===== config.mk =====
export PLATFORM = sky130hd
export DESIGN_NAME = spi_rom_sequencer
export DESIGN_NICKNAME = d
export VERILOG_FILES = /design/src/rtl/spi_rom_pkg.sv /design/src/rtl/spi_rom_clkdiv.sv /design/src/rtl/spi_rom_shifter.sv /design/src/rtl/spi_rom_sequencer.sv
export SDC_FILE = /design/constraint.sdc
export NUM_CORES = 1
export LEC_CHECK = 0
export BUFFER_PORTS_ARGS = -buffer_cell sky130_fd_sc_hd__buf_4
export CORE_ASPECT_RATIO = 1.4
export CORE_MARGIN = 2
export CORE_UTILIZATION = 52
export DETAILED_ROUTE_END_ITERATION = 8
export PLACE_DENSITY_LB_ADDON = 0.12
export SYNTH_ARGS = -nofsm -noshare
export SYNTH_HDL_FRONTEND = slang
export SYNTH_SLANG_ARGS = --single-unit

===== constraint.sdc =====
create_clock -name clk -period 1.75 [get_ports clk]
set_input_delay 0.35 -clock clk [delete_from_list [all_inputs] [get_ports clk]]
set_output_delay 0.35 -clock clk [all_outputs]
set_load 0.02 [all_outputs]

===== src/rtl/spi_rom_pkg.sv =====
package spi_rom_pkg;
   typedef enum logic [1:0] {
      OP_STAT_RD = 2'd0,
      OP_STAT_WR = 2'd1,
      OP_DATA_WR = 2'd2,
      OP_DATA_RD = 2'd3
   } host_op_e;

   typedef enum logic [2:0] {
      ST_IDLE, ST_WREN, ST_GAP, ST_HDR, ST_TXD, ST_RXD, ST_POLL, ST_FIN
   } seq_state_e;

   localparam logic [7:0] CMD_RDSR  = 8'h05;
   localparam logic [7:0] CMD_WRSR  = 8'h01;
   localparam logic [7:0] CMD_WREN  = 8'h06;
   localparam logic [7:0] CMD_WRITE = 8'h02;
   localparam logic [7:0] CMD_READ  = 8'h03;
   localparam logic [7:0] FILL_BYTE = 8'hFF;

   function automatic logic [7:0] cmd_for(host_op_e o);
      case (o)
         OP_STAT_RD: return CMD_RDSR;
         OP_STAT_WR: return CMD_WRSR;
         OP_DATA_WR: return CMD_WRITE;
         default:    return CMD_READ;
      endcase
   endfunction

   function automatic logic op_writes(host_op_e o);
      return (o == OP_STAT_WR) || (o == OP_DATA_WR);
   endfunction
endpackage


===== src/rtl/spi_rom_clkdiv.sv =====
module spi_rom_clkdiv #(
   parameter int DIV = 4
) (
   input  logic clk,
   input  logic rst_n,
   input  logic en,
   output logic tick
);
   localparam int HALF = DIV / 2;
   localparam int CW   = (HALF > 1) ? $clog2(HALF) : 1;

   logic [CW-1:0] cnt;

   always_ff @(posedge clk or negedge rst_n) begin
      if (!rst_n)                       cnt <= '0;
      else if (!en)                     cnt <= '0;
      else if (cnt == CW'(HALF - 1))    cnt <= '0;
      else                              cnt <= cnt + 1'b1;
   end

   assign tick = en && (cnt == CW'(HALF - 1));
endmodule


===== src/rtl/spi_rom_shifter.sv =====
module spi_rom_shifter #(
   parameter int DIV = 4
) (
   input  logic       clk,
   input  logic       rst_n,
   input  logic       go,
   input  logic [7:0] tx,
   input  logic       miso,
   output logic       done,
   output logic [7:0] rx,
   output logic       sck,
   output logic       mosi
);
   logic       tick;
   logic       run_q, sck_q, done_q;
   logic [7:0] tsr, rsr;
   logic [3:0] bitn;

   spi_rom_clkdiv #(.DIV(DIV)) i_div (
      .clk  (clk),
      .rst_n(rst_n),
      .en   (run_q),
      .tick (tick)
   );

   // Mode 0: data set up while SCK is low, captured on the rise, advanced on the fall.
   // One trailing half period after the last fall keeps SCK low around a select change.
   always_ff @(posedge clk or negedge rst_n) begin
      if (!rst_n) begin
         run_q  <= 1'b0;
         sck_q  <= 1'b0;
         done_q <= 1'b0;
         tsr    <= '0;
         rsr    <= '0;
         bitn   <= '0;
      end else begin
         done_q <= 1'b0;
         if (go && !run_q) begin
            tsr   <= tx;
            run_q <= 1'b1;
            bitn  <= '0;
            sck_q <= 1'b0;
         end else if (run_q && tick) begin
            if (bitn == 4'd8) begin
               run_q  <= 1'b0;
               done_q <= 1'b1;
            end else if (!sck_q) begin
               sck_q <= 1'b1;
               rsr   <= {rsr[6:0], miso};
            end else begin
               sck_q <= 1'b0;
               bitn  <= bitn + 1'b1;
               tsr   <= {tsr[6:0], 1'b0};
            end
         end
      end
   end

   assign done = done_q;
   assign rx   = rsr;
   assign sck  = sck_q;
   assign mosi = tsr[7];
endmodule


===== src/rtl/spi_rom_sequencer.sv =====
module spi_rom_sequencer
   import spi_rom_pkg::*;
#(
   parameter int DIV        = 4,
   parameter int POLL_MAX   = 64,
   parameter int ADDR_BYTES = 3,
   parameter int LEN_W      = 16,
   parameter int GAP_CYC    = DIV
) (
   input  logic                    clk,
   input  logic                    rst_n,
   input  logic                    start,
   input  logic [1:0]              op,
   input  logic [8*ADDR_BYTES-1:0] addr,
   input  logic [LEN_W-1:0]        len,
   output logic                    busy,
   output logic                    err,
   input  logic [7:0]              wr_data,
   input  logic                    wr_valid,
   output logic                    wr_ready,
   output logic [7:0]              rd_data,
   output logic                    rd_valid,
   input  logic                    rd_ready,
   output logic                    cs_n,
   output logic                    sck,
   output logic                    mosi,
   input  logic                    miso
);
   localparam int ADDR_W = 8 * ADDR_BYTES;
   localparam int HW     = $clog2(ADDR_BYTES + 1);
   localparam int PW     = $clog2(POLL_MAX + 1);
   localparam int GW     = $clog2(GAP_CYC + 1);

   if (DIV < 2 || (DIV % 2) != 0) begin : g_bad_div
      $error("spi_rom_sequencer: DIV must be even and at least 2");
   end
   if (POLL_MAX < 1) begin : g_bad_poll
      $error("spi_rom_sequencer: POLL_MAX must be at least 1");
   end
   if (ADDR_BYTES < 1 || GAP_CYC < 1) begin : g_bad_geom
      $error("spi_rom_sequencer: ADDR_BYTES and GAP_CYC must be positive");
   end

   seq_state_e        state, ret;
   host_op_e          op_q;
   logic [ADDR_W-1:0] asr;
   logic [HW-1:0]     hidx, hdr_last;
   logic [LEN_W-1:0]  dcnt;
   logic [PW-1:0]     pcnt;
   logic [GW-1:0]     gcnt;
   logic              wait_sh, pidx, cs_q, err_q, rdv_q;
   logic [7:0]        rdd_q;

   logic              sh_go, sh_done, last_byte, fin_byte;
   logic [7:0]        sh_tx, sh_rx;

   spi_rom_shifter #(.DIV(DIV)) i_shift (
      .clk  (clk),
      .rst_n(rst_n),
      .go   (sh_go),
      .tx   (sh_tx),
      .miso (miso),
      .done (sh_done),
      .rx   (sh_rx),
      .sck  (sck),
      .mosi (mosi)
   );

   assign hdr_last = op_q[1] ? HW'(ADDR_BYTES) : '0;
   assign fin_byte = wait_sh && sh_done;

   always_comb begin
      sh_go = 1'b0;
      sh_tx = FILL_BYTE;
      unique case (state)
         ST_WREN: begin sh_tx = CMD_WREN; sh_go = !wait_sh; end
         ST_HDR:  begin
            sh_tx = (hidx == '0) ? cmd_for(op_q) : asr[ADDR_W-1 -: 8];
            sh_go = !wait_sh;
         end
         ST_TXD:  begin sh_tx = wr_data; sh_go = !wait_sh && wr_valid; end
         ST_RXD:  sh_go = !wait_sh && !rdv_q;
         ST_POLL: begin sh_tx = pidx ? FILL_BYTE : CMD_RDSR; sh_go = !wait_sh; end
         default: ;
      endcase
   end

   always_comb begin
      last_byte = 1'b0;
      if (fin_byte) begin
         if (state == ST_HDR)
            last_byte = (hidx == hdr_last) && (dcnt == '0);
         else if (state == ST_TXD || state == ST_RXD)
            last_byte = (dcnt == LEN_W'(1));
      end
   end

   always_ff @(posedge clk or negedge rst_n) begin
      if (!rst_n) begin
         state   <= ST_IDLE;
         ret     <= ST_IDLE;
         op_q    <= OP_STAT_RD;
         asr     <= '0;
         hidx    <= '0;
         dcnt    <= '0;
         pcnt    <= '0;
         gcnt    <= '0;
         wait_sh <= 1'b0;
         pidx    <= 1'b0;
         cs_q    <= 1'b1;
         err_q   <= 1'b0;
         rdv_q   <= 1'b0;
         rdd_q   <= '0;
      end else begin
         if (rdv_q && rd_ready) rdv_q <= 1'b0;
         if (sh_go)    wait_sh <= 1'b1;
         if (fin_byte) wait_sh <= 1'b0;

         unique case (state)
            ST_IDLE: if (start) begin
               op_q  <= host_op_e'(op);
               asr   <= addr;
               dcnt  <= op[1] ? len : LEN_W'(1);
               err_q <= 1'b0;
               hidx  <= '0;
               cs_q  <= 1'b0;
               state <= op_writes(host_op_e'(op)) ? ST_WREN : ST_HDR;
            end
            ST_WREN: if (fin_byte) begin
               cs_q  <= 1'b1;
               gcnt  <= '0;
               ret   <= ST_HDR;
               state <= ST_GAP;
            end
            ST_GAP: begin
               if (gcnt == GW'(GAP_CYC - 1)) begin
                  cs_q  <= 1'b0;
                  pidx  <= 1'b0;
                  state <= ret;
               end else begin
                  gcnt <= gcnt + 1'b1;
               end
            end
            ST_HDR: if (fin_byte) begin
               if (hidx == hdr_last) begin
                  hidx  <= '0;
                  state <= op_writes(op_q) ? ST_TXD : ST_RXD;
               end else begin
                  hidx <= hidx + 1'b1;
               end
               if (hidx != '0) asr <= asr << 8;
            end
            ST_TXD: if (fin_byte) dcnt <= dcnt - 1'b1;
            ST_RXD: if (fin_byte) begin
               rdv_q <= 1'b1;
               rdd_q <= sh_rx;
               dcnt  <= dcnt - 1'b1;
            end
            ST_POLL: if (fin_byte) begin
               if (!pidx) begin
                  pidx <= 1'b1;
               end else begin
                  cs_q <= 1'b1;
                  pidx <= 1'b0;
                  if (!sh_rx[0]) begin
                     state <= ST_FIN;
                  end else if (pcnt == PW'(POLL_MAX - 1)) begin
                     err_q <= 1'b1;
                     state <= ST_FIN;
                  end else begin
                     pcnt  <= pcnt + 1'b1;
                     gcnt  <= '0;
                     ret   <= ST_POLL;
                     state <= ST_GAP;
                  end
               end
            end
            ST_FIN: if (!rdv_q) state <= ST_IDLE;
            default: state <= ST_IDLE;
         endcase

         if (last_byte) begin
            cs_q <= 1'b1;
            if (op_writes(op_q)) begin
               pcnt  <= '0;
               gcnt  <= '0;
               ret   <= ST_POLL;
               state <= ST_GAP;
            end else begin
               state <= ST_FIN;
            end
         end
      end
   end

   assign busy     = (state != ST_IDLE);
   assign err      = err_q;
   assign cs_n     = cs_q;
   assign wr_ready = (state == ST_TXD) && !wait_sh;
   assign rd_valid = rdv_q;
   assign rd_data  = rdd_q;
endmodule


; ---- Word-level counts from Yosys, hierarchy flattened
; Index checks and enable logic that the tools add are counted.
; W data, S select, Z words.
[classes]
mux = 100
bitwise_logic = 3
addsub = 6
reduce_logical = 46
n_eq_ne = 34
[ops]
columns = op, n
row1 = $mux W3, 27
row2 = $mux W24, 3
row3 = $mux W7, 7
row4 = $mux W16, 3
row5 = $mux W8, 6
row6 = $pmux W24 S2, 1
row7 = $mux W1, 33
row8 = $pmux W16 S2, 1
row9 = $pmux W8 S4, 1
row10 = $ne A3 B3 Y1 const B, 7
row11 = $pmux W3 S3, 2
row12 = $pmux W3 S6, 1
row13 = $reduce_bool A2 Y1, 9
row14 = $eq A16 B1 Y1 const B, 1
row15 = $logic_not A16 Y1, 1
row16 = $mux W4, 4
row17 = $sub A16 B1 Y16 const B, 1
row18 = $eq A3 B3 Y1 const B, 4
row19 = $ne A2 B2 Y1 const B, 6
row20 = $reduce_and A3 Y1, 4
row21 = $reduce_and A6 Y1, 2
row22 = $mux W2, 5
row23 = $eq A3 B2 Y1 const B, 3
row24 = $logic_and A1 B1 Y1, 9
row25 = other kinds (31), 48
[totals]
input_bits = 56
wordCells = 210
output_inout_bits = 15
reg_bits = 97

; ---- Logic depth before layout (Yosys ltp)
[logic_depth]
depth_word = 8
ltp_mapped = 8
mapped_depth_nobuf = 7

; ---- Modules after synthesis
; A second synthesis with hierarchy kept.
[unflattened]
cells_unflattened = 512
area_unflattened_um2 = 5092.4
[modules_own_cells]
columns = module, n_inst, area_per_inst_um2, cells_per_inst, seq_area_each_um2
row1 = spi_rom_sequencer, 1, 4043.9, 430, 1828.0
row2 = spi_rom_shifter, 1, 1007.2, 79, 575.6
row3 = spi_rom_clkdiv, 1, 41.3, 3, 25.0

; ---- Worst setup path before layout
; OpenSTA, ideal clock, no wires.
[synth_path]
kind = flip-flop to output port
from = reg state[1]
to = out wr_ready
slack_ns = -0.190
required_ns = 1.400
path_buffers = 3
arrival_time_ns = 1.590
stages_incl_launch_ff = 6
path_cell_list = dfrtp_1 clkbuf_1 nand2b_1 clkbuf_1 buf_1 nor3_1
[synth_via]
elab_chain_len = 2
[synth_rtl]
columns = item, line_no
row1 = start: declaration, spi_rom_sequencer.sv:44  ; seq_state_e state, ret;
row2 = start signal: assignment, spi_rom_sequencer.sv:127  ; state <= op_writes(host_op_e'(op)) ? ST_WREN : ST_HDR;
row3 = start signal: assignment, spi_rom_sequencer.sv:139  ; state <= ret;
row4 = start signal: assignment, spi_rom_sequencer.sv:147  ; state <= op_writes(op_q) ? ST_TXD : ST_RXD;
row5 = $eq A3 B3 Y1, spi_rom_sequencer.sv:199  ; assign wr_ready = (state == ST_TXD) && !wait_sh;
row6 = $logic_and A1 B1 Y1, spi_rom_sequencer.sv:199
row7 = end: declaration, spi_rom_sequencer.sv:20  ; output logic wr_ready,
; No other way between the ends.

; ---- Final worst setup path
[layout_path]
from = reg dcnt[10]
to = reg state[1]
[layout_via]
elab_chain_len = 6
elab_cells_between_ends = 17
cone_classes = eq/ne: 9 / mux: 4 / reduce/logical: 4
[layout_rtl]
columns = item, line_no
row1 = start: declaration, spi_rom_sequencer.sv:48  ; logic [LEN_W-1:0] dcnt;
row2 = start signal: assignment, spi_rom_sequencer.sv:123  ; dcnt <= op[1] ? len : LEN_W'(1);
row3 = start signal: assignment, spi_rom_sequencer.sv:153  ; ST_TXD: if (fin_byte) dcnt <= dcnt - 1'b1;
row4 = start signal: assignment, spi_rom_sequencer.sv:157  ; dcnt <= dcnt - 1'b1;
row5 = $eq A16 B1 Y1 or $logic_not A16 Y1 (tied branches), "spi_rom_sequencer.sv:94, spi_rom_sequencer.sv:92"
row6 = $mux W1 or $logic_and A1 B1 Y1 (tied branches), "spi_rom_sequencer.sv:93, spi_rom_sequencer.sv:92"
row7 = $mux W1 (*), spi_rom_sequencer.sv:91  ; if (state == ST_HDR)
row8 = $mux W1 (*), spi_rom_sequencer.sv:90  ; if (fin_byte) begin
row9 = $reduce_bool A7 Y1 (no line) (tied with other cells), n/a
row10 = $reduce_and A9 Y1 (no line), n/a
; Mark *: on every way between the ends. The rest lies on a longest branch, timed or not.
; A chain may end at the register's enable or synchronous reset.

==> flow_summary_export.csv <==
group,metric,value,unit
floorplanning,dieHeight,121,µm
global_route,grt_pass1_vias,4612,
yosys,synth_seq_cells,97,
route,first_iter_violations,264,
worst_setup_path,r2r_start,"dcnt[10]",
worst_setup_path,critPathMaxStageDelay,390,ps
global_route,grt_pass1_wl,21.9,mm
place,pre_cts_ws,-226,ps
yosys,ys_top_cells_by_count,"96 x dfrtp_1, 61 x o21ai_0, 42 x nor2_1",
yosys,synth_top_area_cell,"dfrtp_1",
global_route,grt-ovfl-total,0,
flow_run,max-cap-violations,0,
timing,setup_violations,44,
floorplanning,core_area,0.00946,mm²
yosys,syn-num-nets,581,
pwr,p_int,7.21,mW
pwr,seq_power_share,32.0,%
cts,clock_sinks,97,
worst_setup_path,timing.rr.end,"state[1]",
worst_setup_path,reg2reg_depth,6,
final_layout,final_cell_area,0.00710,mm²
floorplanning,die-area,0.0105,mm²
worst_setup_path,end_kind,"flip-flop",
status,status,"finished, violations left",
route,routed_wl,13.6,mm
yosys,yosysSeqAreaShare,48.2,%
pwr,power.leakage,3.41,nW
cts,cts_root_buf,"clkbuf_16",
global_route,track_usage,26.6,%
yosys,synthFlopType,"dfrtp_1",
timing,post-route-min-period,2000,ps
pwr,power_frac_comb,51.4,%
final_layout,drive_gt1_share,40.2,%
final_layout,fin_nets,740,
cts,cts_tree,"built",
global_route,antenna_found_initial,0,
final_layout,areaGrowthSynthToFinish,40.8,%
worst_setup_path,cp.required,1980,ps
pwr,switching_share,38.3,%
pwr,clkPwrFrac,16.5,%
worst_setup_path,path_cells,"nor4_2 -> buf_4 -> nand4_1 -> a211o_1 -> a21o_4 -> mux2_4",
global_route,grt_max_degree,48,
timing,final-max-slew-violation-count,0,
yosys,syn-cell-area,0.00504,mm²
hold_path,holdCritStartpoint,"rd_ready",
timing,rsz0062_at_grt,"true",
route,firstDrtPassIters,5,
timing,setup_ws,-252,ps
place,hpwl,9.42,mm
pwr,p_total,11.7,mW
place,io_buffers,70,
floorplanning,ios,71,
worst_setup_path,worstSetupPathType,"reg -> reg",
worst_setup_path,path_max_fanout,3,
timing,fin_setup_tns,-3020,ps
route,via_per_inst,5.85,
cts,clk_pin_slew,70,ps
hold_path,hold_class,"in -> reg",
yosys,ys_warn_count,0,
worst_setup_path,cp.arrival,2230,ps
route,wl_per_cell,17.3,µm
yosys,synthTopCellsByArea,"dfrtp_1 48%, o21ai_0 6.1%, mux2_2 4.9%",
route,ant_nets,0,
final_layout,diodes,0,
worst_setup_path,r2r_slack,-250,ps
pwr,ir_drop,0.00105,V
yosys,synth_edf_count,0,
timing,finalHoldViolations,0,
floorplanning,dieWidth,87.2,µm
floorplanning,initial_core_util,53.3,%
place,dpl_cell_area,0.00637,mm²
timing,period_share,114,%
route,vias,4597,
floorplanning,num_rows,42,
worst_setup_path,critPathSlowestCell,"dfrtp_1",
timing,slew_headroom,58.3,%
yosys,async_reset_ff_share,100,%
status,violations,"negative setup slack",
cts,clk_latency,340,ps
place,gp_congestion,0.930,
final_layout,nFillCells,631,
yosys,yosysMostFrequentCell,"dfrtp_1",
hold_path,hold_path_end,"rd_valid",
yosys,synth_top_area_share,47.7,%
yosys,synth_area_per_cell,9.81,µm²
cts,cts_buffer_depth,2,
pwr,p_switching,4.47,mW
yosys,postSynthCellCount,514,
timing,max_freq,499,MHz
timing,skew,6.88,ps
route,drc,0,
timing,worstMarginPinSlew,626,ps
hold_path,whs_path_depth,2,
timing,timing.hold.ws,177,ps
cts,cts_buffers,9,
cts,htree_num_levels,3,
pwr,pwr_density_cell,1640,mW/mm²
yosys,synth.distinct_cells,60,
worst_setup_path,start_kind,"flip-flop",
==> layout by cell type (no fill, tap or decap), types with 5 or more instances in the layout <==
cell type	Yosys	layout
inv_1	17	14
buf_12	0	7
clkbuf_16	0	9
mux2i_1	21	21
o21ai_1	5	13
a22o_1	9	9
nor2_1	42	38
a32oi_1	7	5
buf_6	0	10
dfrtp_1	96	95
nand2_2	1	6
o21ai_0	61	49
ha_1	11	7
a21oi_1	24	20
nor3_1	15	12
nand3_1	10	9
a31oi_1	11	11
nand2_1	39	34
a21o_1	8	7
buf_4	0	156
xnor2_1	5	5
mux2_2	22	22
==> metrics by stage <==
step	utilization, %	instances
floorplan	-	514
global placement	67.4	753
detailed placement	67.4	753
CTS	73.1	777
global route	75.0	786
finish	75.0	786
==> worst max path at each step <==
stage               depth (start not counted)  slack [ps]  endpoint     start
floorplan                                   5        -140  state[0]   wait_sh
global placement                            7        -180   dcnt[8]  state[0]
detailed placement                          6        -230  dcnt[13]  dcnt[10]
CTS                                         6        -210  state[1]  dcnt[10]
global route                                6        -310  state[1]  dcnt[10]
finish                                      6        -250  state[1]  dcnt[10]
==> state kept, by name (all words and copies together) (netlist names) <==
signal	count
asr	24
gcnt	3
i_shift.sck	1
dcnt	16
i_shift.run_q	1
pidx	1
hidx	2
pcnt	7
op_q	2
i_shift.bitn	4
cs_n	1
rd_valid	1
state	3
i_shift.i_div.cnt	1
rd_data	8
err	1
i_shift.rx	8
i_shift.done	1
ret	3
wait_sh	1
i_shift.tsr	8
==> power groups by stage <==
stage	combinational, mW	clock [mW]	sequential (mW)
6_report	6.01	1.93	3.74
5_1_grt	6.53	2.05	3.84
4_1_cts	5.56	1.96	3.72
3_5_place_dp	5.16	0	3.72
3_3_place_gp	5.00	0	3.68
2_1_floorplan	3.02	0	3.72
==> critical path: cells and delay by family, from the launching register on <==
family | cells | cell delay (ps)
buffers and inverters | 1 | 150
flip-flops | 1 | 390
multiplexers | 1 | 290
AO/OA/AOI/OAI | 2 | 560
AND/OR/NAND/NOR | 2 | 480
==> area by class of cell <==
class                           count  area (µm²)  share of cell area [%]
Multi-Input combinational cell    371        2700                    38.1
Sequential cell                    97        2430                    34.2
Timing Repair Buffer              176        1480                    20.8
Clock buffer                        9         225                    3.17
Tap cell                          110         138                    1.94
Inverter                           18        67.6                   0.952
Clock inverter                      5        58.8                   0.828
==> cell families after synthesis <==
family | share of synthesized area [%]
simple gates | 15.5
compound gates | 18.9
fa+ha+maj | 2.73
buf+inv | 3.52
mux | 9.98
flops | 48.2
xor+xnor | 1.22
==> layer usage <==
metal	track usage (%)	routed length [µm]
met1	32.5	5570
met2	45.8	7090
met3	4.78	563
met4	10.7	336
met5	0	0
==> what timing repair did <==
item / CTS / global route
setup endpoints to repair: 62 / 69
endpoints found under the hold margin: 23 / 0
cloned: 1 / 0
pin swaps: 19 / 10
setup buffers: 8 / 9
gates resized for setup: 46 / 31
hold buffers: 1 / 0
Power figures use the tool's default switching activity.
